**config.mk**
```make
export PLATFORM = sky130hd
export DESIGN_NAME = staged_rst_seq
export DESIGN_NICKNAME = d
export VERILOG_FILES = /design/src/rtl/staged_rst_seq.sv
export SDC_FILE = /design/constraint.sdc
export NUM_CORES = 1
export LEC_CHECK = 0
export BUFFER_PORTS_ARGS = -buffer_cell sky130_fd_sc_hd__buf_2
export CORE_MARGIN = 2
export CORE_UTILIZATION = 30
export CTS_CLUSTER_DIAMETER = 100
export CTS_CLUSTER_SIZE = 10
export DETAILED_ROUTE_END_ITERATION = 10
export GPL_TIMING_DRIVEN = 0
export MAX_ROUTING_LAYER = met4
export PLACE_DENSITY_LB_ADDON = 0.2
export SKIP_CTS_REPAIR_TIMING = 1
export SLEW_MARGIN = 25
export SYNTH_ARGS = -nofsm -noshare
export SYNTH_HDL_FRONTEND = slang
export SYNTH_SLANG_ARGS = --single-unit
```
**constraint.sdc**
```tcl
create_clock -name clk -period 1.5 [get_ports clk]
set_input_delay 0.3 -clock clk [delete_from_list [all_inputs] [get_ports clk]]
set_output_delay 0.3 -clock clk [all_outputs]
set_load 0.05 [all_outputs]
```
**src/rtl/staged_rst_seq.sv**
```systemverilog
module staged_rst_seq #(
  parameter int TO_W    = 10,
  parameter int SYNC_N  = 2,
  parameter int MIN_LOW = 4
) (
  input  logic          clk,
  input  logic          rst_pin_n,
  input  logic          cfg_wr,
  input  logic          cfg_rd,
  input  logic [TO_W:0] cfg_wdata,
  output logic [TO_W:0] cfg_rdata,
  input  logic          start_cmd,
  input  logic          pll_lock,
  output logic          rst_mgmt_n,
  output logic          rst_clk_n,
  output logic          rst_pll_n,
  output logic          pll_bypass,
  output logic          ref_quarter,
  output logic          running,
  output logic          short_rst,
  output logic          seq_err,
  output logic          lock_to
);
  localparam int CW = $clog2(MIN_LOW + 1);

  typedef enum logic [1:0] {S_IDLE, S_WAIT, S_RUN, S_FAIL} st_t;
  st_t st;

  logic [TO_W:0]   pll_reg;
  logic [TO_W-1:0] timer;
  logic            touched, written, rel_pll, rel_clk;
  logic [1:0]      lock_sy;
  logic [2:0]      rel_req, rel_out;

  // pin-width monitor: deliberately outside the pin reset
  logic [1:0]    pin_sy;
  logic [CW-1:0] low_cnt;
  always_ff @(posedge clk) begin
    pin_sy <= {pin_sy[0], rst_pin_n};
    if (pin_sy[1]) low_cnt <= '0;
    else if (low_cnt != CW'(MIN_LOW)) low_cnt <= low_cnt + 1'b1;
    if (pin_sy[0] && !pin_sy[1]) short_rst <= (int'(low_cnt) < MIN_LOW - 1);
  end

  assign rel_req = {rel_pll, rel_clk, 1'b1};

  for (genvar i = 0; i < 3; i++) begin : g_sync
    logic [SYNC_N-1:0] sh;
    always_ff @(posedge clk or negedge rst_pin_n)
      if (!rst_pin_n) sh <= '0;
      else            sh <= {sh[SYNC_N-2:0], rel_req[i]};
    assign rel_out[i] = sh[SYNC_N-1];
  end

  assign rst_mgmt_n  = rel_out[0];
  assign rst_clk_n   = rel_out[1];
  assign rst_pll_n   = rel_out[2];
  assign cfg_rdata   = pll_reg;
  assign ref_quarter = pll_reg[0];
  assign pll_bypass  = !touched;
  assign running     = (st == S_RUN);
  assign lock_to     = (st == S_FAIL);

  wire cfg_ok  = (st == S_IDLE) && rst_mgmt_n;
  wire lock_ok = lock_sy[1];

  always_ff @(posedge clk or negedge rst_pin_n)
    if (!rst_pin_n) lock_sy <= '0;
    else            lock_sy <= {lock_sy[0], pll_lock};

  always_ff @(posedge clk or negedge rst_pin_n) begin
    if (!rst_pin_n) begin
      st      <= S_IDLE;
      pll_reg <= '0;
      timer   <= '0;
      touched <= 1'b0;
      written <= 1'b0;
      rel_pll <= 1'b0;
      rel_clk <= 1'b0;
      seq_err <= 1'b0;
    end else begin
      if (cfg_ok && (cfg_wr || cfg_rd)) touched <= 1'b1;
      if (cfg_ok && cfg_wr) begin
        pll_reg <= cfg_wdata;
        written <= 1'b1;
      end
      case (st)
        S_IDLE:
          if (start_cmd && rst_mgmt_n) begin
            if (!touched) begin
              if (lock_ok) begin
                st      <= S_RUN;
                rel_clk <= 1'b1;
              end
            end else if (!written) begin
              seq_err <= 1'b1;
            end else begin
              st      <= S_WAIT;
              rel_pll <= 1'b1;
              timer   <= '0;
            end
          end
        S_WAIT:
          if (lock_ok) begin
            st      <= S_RUN;
            rel_clk <= 1'b1;
          end else if (timer == pll_reg[TO_W:1]) begin
            st <= S_FAIL;
          end else begin
            timer <= timer + 1'b1;
          end
        default: ;
      endcase
    end
  end

  // pin low holds every island
  p_pin_low_all_r2: assert property (@(posedge clk)
    !rst_pin_n |-> !(rst_mgmt_n || rst_clk_n || rst_pll_n));

  // nothing beyond management leaves reset before a start was accepted
  p_idle_holds_r3: assert property (@(posedge clk) disable iff (!rst_pin_n)
    (st == S_IDLE) |-> (!rst_clk_n && !rst_pll_n));

  // register frozen once the start was accepted
  p_cfg_frozen_r4: assert property (@(posedge clk) disable iff (!rst_pin_n)
    (st != S_IDLE) |=> $stable(cfg_rdata));

  // bypass keeps the PLL in reset
  p_bypass_pll_held_r5: assert property (@(posedge clk) disable iff (!rst_pin_n)
    pll_bypass |-> !rst_pll_n);

  // clock island never ahead of the PLL in internal mode, never after timeout
  p_pll_first_r6: assert property (@(posedge clk) disable iff (!rst_pin_n)
    (rst_clk_n && !pll_bypass) |-> rst_pll_n);
  p_timeout_holds_r6: assert property (@(posedge clk) disable iff (!rst_pin_n)
    lock_to |-> !rst_clk_n);

  // sequence error is sticky
  p_err_sticky_r7: assert property (@(posedge clk) disable iff (!rst_pin_n)
    seq_err |=> seq_err);

  // running is sticky
  p_running_sticky_r8: assert property (@(posedge clk) disable iff (!rst_pin_n)
    running |=> running);

  // a release edge is never immediate
  p_sync_release_r9: assert property (@(posedge clk) disable iff (!rst_pin_n)
    $rose(rst_clk_n) |-> $past(running));
endmodule

```
# After elaboration in Yosys (flattened, before gate mapping)
# Cells that the tools add are included.
[totals]
regBits = 42
latch_bits = 0
ram_bits = 0
mem_bits_ro = 0
input_bits = 17
output_inout_bits = 20
elab_cells = 65
mem_count = 0
[op_classes]
n_addsub = 2
multipliers = 0
n_div = 0
order_cmp = 1
eq_ne = 14
shift = 0
mux = 17
bitwise_logic = 1
n_reduce_logical = 15
[ops]
columns = ["operator", "count"]
rows = [
  ["$mux 10", 5],
  ["$pmux 10 s2", 1],
  ["$mux 2", 6],
  ["$ne 3x3->1 const B", 4],
  ["$add 10x1->10 const B", 1],
  ["$eq 10x10->1", 1],
  ["$ne 2x2->1 const B", 5],
  ["$reduce_and 4->1", 2],
  ["$reduce_and 6->1", 1],
  ["$logic_and 1x1->1", 5],
  ["$reduce_and 5->1", 1],
  ["$eq 2x2->1 const B", 2],
  ["$pmux 2 s2", 1],
  ["$add 3x1->3 const B", 1],
  ["$lt 3x2->1 const B", 1],
  ["$mux 1", 3],
  ["$reduce_and 3->1", 1],
  ["$eq 2x1->1 const B", 1],
  ["$logic_not 1->1", 2],
  ["$logic_not 2->1", 1],
  ["$ne 2x1->1 const B", 1],
  ["$pmux 1 s2", 1],
  ["$reduce_bool 2->1", 1],
  ["$logic_or 1x1->1", 1],
  ["$not 1->1", 1],
]

# Logic depth before layout (Yosys ltp)
[depth]
word_depth = 4
depth_mapped = 6
mapped_depth_nobuf = 6

# Worst setup path after synthesis
# OpenSTA, ideal clock, no wires.
[synth_path]
kind = "flip-flop to flip-flop"
startpoint = "reg pll_reg[1] (netlist: cfg_rdata[1])"
endpoint = "reg timer[6]"
setup_ns = 0.118
t_arrival_ns = 1.707
path_slack_ns = -0.325
path_stages_with_launch = 7
period_less_slack_ns = 1.825
path_cell_list = "dfrtp_1 > xnor2_1 > nand4_1 > o31ai_4 > buf_6 > o31ai_1 > a21o_1"
[synth_between]
elab_chain_len = 3
[synth_rtl]
columns = ["item", "line", "source"]
rows = [
  ["start: declaration", "29", "logic [TO_W:0] pll_reg;"],
  ["start signal: assignment", "84", "pll_reg <= cfg_wdata;"],
  ["$eq 10x10->1", "107", "end else if (timer == pll_reg[TO_W:1]) begin"],
  ["$ne 2x2->1 (no line)", "-", ""],
  ["$reduce_and 6->1 (no line)", "-", ""],
  ["end signal: assignment", "110", "timer <= timer + 1'b1;"],
  ["end: declaration", "30", "logic [TO_W-1:0] timer;"],
]
# Every way passes these cells.
# A chain may end at the register's enable or synchronous reset.

# Worst setup path in the final report
[layout_path]
startpoint = "reg timer[5]"
endpoint = "reg timer[2]"
[layout_between]
elab_chain_len = 3
[layout_rtl]
columns = ["item", "line"]
rows = [
  ["$eq 10x10->1", "107"],
  ["$ne 2x2->1 (no line)", "-"],
  ["$reduce_and 6->1 (no line)", "-"],
]
# Every way passes these cells.

==> summary.md <==
| Metric | Value |
|---|---|
| Overflow left after global routing | 0 |
| Flop-to-flop setup slack | -0.18 ns |
| Clock sink count | 42 |
| Clock power share | 0.181 |
| Class of the tightest hold or removal check | in -> async |
| Post-placement worst setup slack | -0.3866 ns |
| Number of clock buffers inserted by TritonCTS | 5 |
| Final min period | approximately 1.7 ns |
| Max Root-Sink Buffers | 2 |
| Sequential fraction of the synthesis area | 0.5655 |
| Minimum hold slack | roughly 0.086 ns |
| Layout Cell Area excl Fill | approximately 2500 um2 |
| Power dissipated by switching net loads | between 1.5 and 2 mW |
| Tcrit/Tclk final | 1.118 |
| Kind of capture point of the worst setup path | flip-flop |
| Cell count after synthesis | around 160 |
| Violations in the final reports | negative setup slack |
| Synthesized area per cell | between 10 and 15 um2 |
| Most frequent standard cell in the layout excluding fill and tap cells | sky130_fd_sc_hd__buf_2 |
| Primary FF master, synth | sky130_fd_sc_hd__dfrtp_1 |
| Worst endpoint required time | between 1.5 and 2 ns |
| Via count | 1320 |
| Number of search-and-repair iterations in the first detailed-routing pass | 3 |
| Overall Power | between 3 and 4 mW |
| Placed cell area | about 2100 um2 |
| Sequential share of power | 0.425 |
| Htree depth | 2 |
| IR Drop Worst-Case VDD | 0.0009447 V |
| Crit path arrival time | ~1.9 ns |
| Netlist area before placement | approximately 1800 um2 |
| Pin count of the biggest net entering global routing | 38 |
| # nets final | 238 |
| Highest cell delay on the worst timing path | between 0.4 and 0.5 ns |
| Post-route antenna net violation count | 0 |
| Clock-pin slew reported for the worst setup and hold paths after clock tree synthesis | approximately 0.080 ns |
| Count of input and output buffers | 36 |
| Sequential cell area | ~1100 um2 |
| Number of instances in the placed design | 266 |
| EDFF count, synth | 1 |
| Final sum of negative setup slack | -1.090 ns |
| Wire length of the first global-routing pass | 5513 um |
| Distinct cell type count after synthesis | 37 |
| Weighted congestion at the end of routability-driven global placement | ~0.7 |
| Antenna diode instance count | 0 |
| Leakage dissipation | 1.112 nW |
| Status | finished with violations |
| Detailed placement HPWL | 2439 um |
| Initial antenna violation count | 0 |
| Most frequent cells in the layout | sky130_fd_sc_hd__buf_2 (34), sky130_fd_sc_hd__dfrtp_2 (21), sky130_fd_sc_hd__buf_4 (18) |
| Share of total power consumed by net switching | 0.4008 |
| CTS tree | yes |
| Post-route clock skew | 0.005527 ns |
| Worst-case setup margin in the final layout | -0.1775 ns |
| Die Y | about 80 um |
| Series of cell instances along the critical path | xnor2_1, nand4_1, o31ai_4, buf_4, nor3b_1, a211o_1 |
| DRC marker count from the first detailed-route iteration | 23 |
| Critical Path Slowest Stage Cell | sky130_fd_sc_hd__dfrtp_2 |
| Async set-reset flop share out of synthesis | 0.8571 |
| Detail-routed net length per standard cell | 12.60 um |
| Post-synthesis net count | ~180 |
| Type of the worst setup path | reg -> reg |
| I/O pin total | 37 |
| WL final | 3703 um |
| Number of endpoints with negative hold slack in the final report | 0 |
| Fin util | 0.4192 |
| FP Rows | 28 |
| Fill cells | about 600 |
| Design internal power | roughly 2.4 mW |
| Syn-to-layout area delta | 35.35% |
| Die Span X | 81.95 um |
| Final setup violating endpoints | 11 |
| Total Die Area | between 6000 and 7000 um2 |
| Max_cap viols | 0 |
| Warning count from the yosys run | 0 |
| Core Box Area | 5886 um2 |
| Non-filler cells, final | a little under 300 |
| Total Routing Usage GR | 0.1145 |
| Ratio of routed vias to standard cells | roughly 4.5 |
| Effective utilization at floorplan | 0.3097 |
| Share of layout cells above drive strength 1 | 0.5571 |
| Area of the multi-input gates | 815.8 um2 |
| Fmax | roughly 600 MHz |
| Number of remaining DRC errors | 0 |
| Final Max Tran Viols | 0 |
| Max-Slew Margin vs Limit | 0.4634 |
| Slew at the pin closest to its max-slew limit | around 0.80 ns |
| Clock latency at the later pin of the worst-skew pair | 0.30 ns |
| RSZ-0062 raised after global routing | true |
| Synthesis-stage register bit count | 42 |
| Kind of start point of the critical path | flip-flop |
| Cell chosen for the clock root | sky130_fd_sc_hd__clkbuf_8 |
| Power density over cell area | 1618 nW/um2 |
| Share of power burned in combinational logic | 0.394 |
| Max Fanout on Critical Path | 5 |
| Via count of the first global-routing pass | 1127 |
-- final timing paths --
check / startpoint / endpoint / cells past startpoint
max: timer[5]$_DFFE_PN0P_ / timer[2]$_DFFE_PN0P_ / 6
max in group asynchronous: rst_pin_n / g_sync[0].sh[1]$_DFF_PN0_ / 1
max reg2reg: timer[5]$_DFFE_PN0P_ / timer[2]$_DFFE_PN0P_ / 6
min in group clk: pll_lock / lock_sy[0]$_DFF_PN0_ / 1
min: rst_pin_n / g_sync[1].sh[1]$_DFF_PN0_ / 1
min reg2reg: pin_sy[0]$_DFF_P_ / pin_sy[1]$_DFF_P_ / 0
-- metal layers --
layer	GRT usage	vias up	share of wire
met5	-	-	0
met1	0.1530	621	0.46
met4	0.05000	0	0.018
met3	0.03297	6	0.045
li1	-	664	-
met2	0.1610	29	0.48
-- kinds of logic after synthesis --
family,count (synthesis),share of synthesized area
fa+ha+maj,3,0.02059
xor+xnor,13,0.06246
buf+inv,9,0.02951
other cells,1,0.002057
flops,42,0.5655
compound gates,24,0.09677
mux,11,0.06795
simple gates,52,0.1551
-- flip-flops by register name, indices dropped and copies added (netlist names) --
name and cells:
seq_err 1, low_cnt 3, pin_sy 2, st 2
short_rst 1, g_sync.sh 6, lock_sy 2, timer 10
touched 1, rel_clk 1, written 1, cfg_rdata 11
rel_pll 1
-- area by class of cell --
cell class,instances,area share
buffer,4,0.01673
clock buffer,6,0.02941
clock inverter,2,0.005578
inverter,5,0.007606
multi-input combinational,104,0.3306
sequential,42,0.4285
tap,75,0.03803
timing repair buffer,56,0.1435
-- cell usage after synthesis, drive strengths merged, types with 4 or more instances --
master | count | area share
xnor2 | 12 | 0.058
nor2 | 7 | 0.014
o21ai | 5 | 0.014
nand3 | 13 | 0.036
mux2 | 11 | 0.068
or2 | 4 | 0.014
buf | 4 | 0.019
nand2 | 9 | 0.020
dfxtp | 5 | 0.055
o31ai | 5 | 0.028
a21o | 6 | 0.025
inv | 5 | 0.010
dfrtp | 36 | 0.49
nor3b | 4 | 0.016
-- worst max-delay path, delay by kind of cell (launching register included) --
kind,cells,cell delay [ns]
AO/OA/AOI/OAI,2,0.56
flip-flops,1,0.45
AND/OR/NAND/NOR,2,0.21
XOR/XNOR,1,0.18
buffers and inverters,1,0.18
-- power groups by stage --
stage	clock [mW]	combinational [mW]	sequential, mW
5_1_grt	0.804	1.68	1.75
6_report	0.723	1.57	1.70
3_3_place_gp	0	1.33	1.71
3_5_place_dp	0	1.34	1.71
4_1_cts	0.761	1.34	1.69
2_1_floorplan	0	0.606	2.11
No activity file was read; power rests on OpenSTA's default activity.
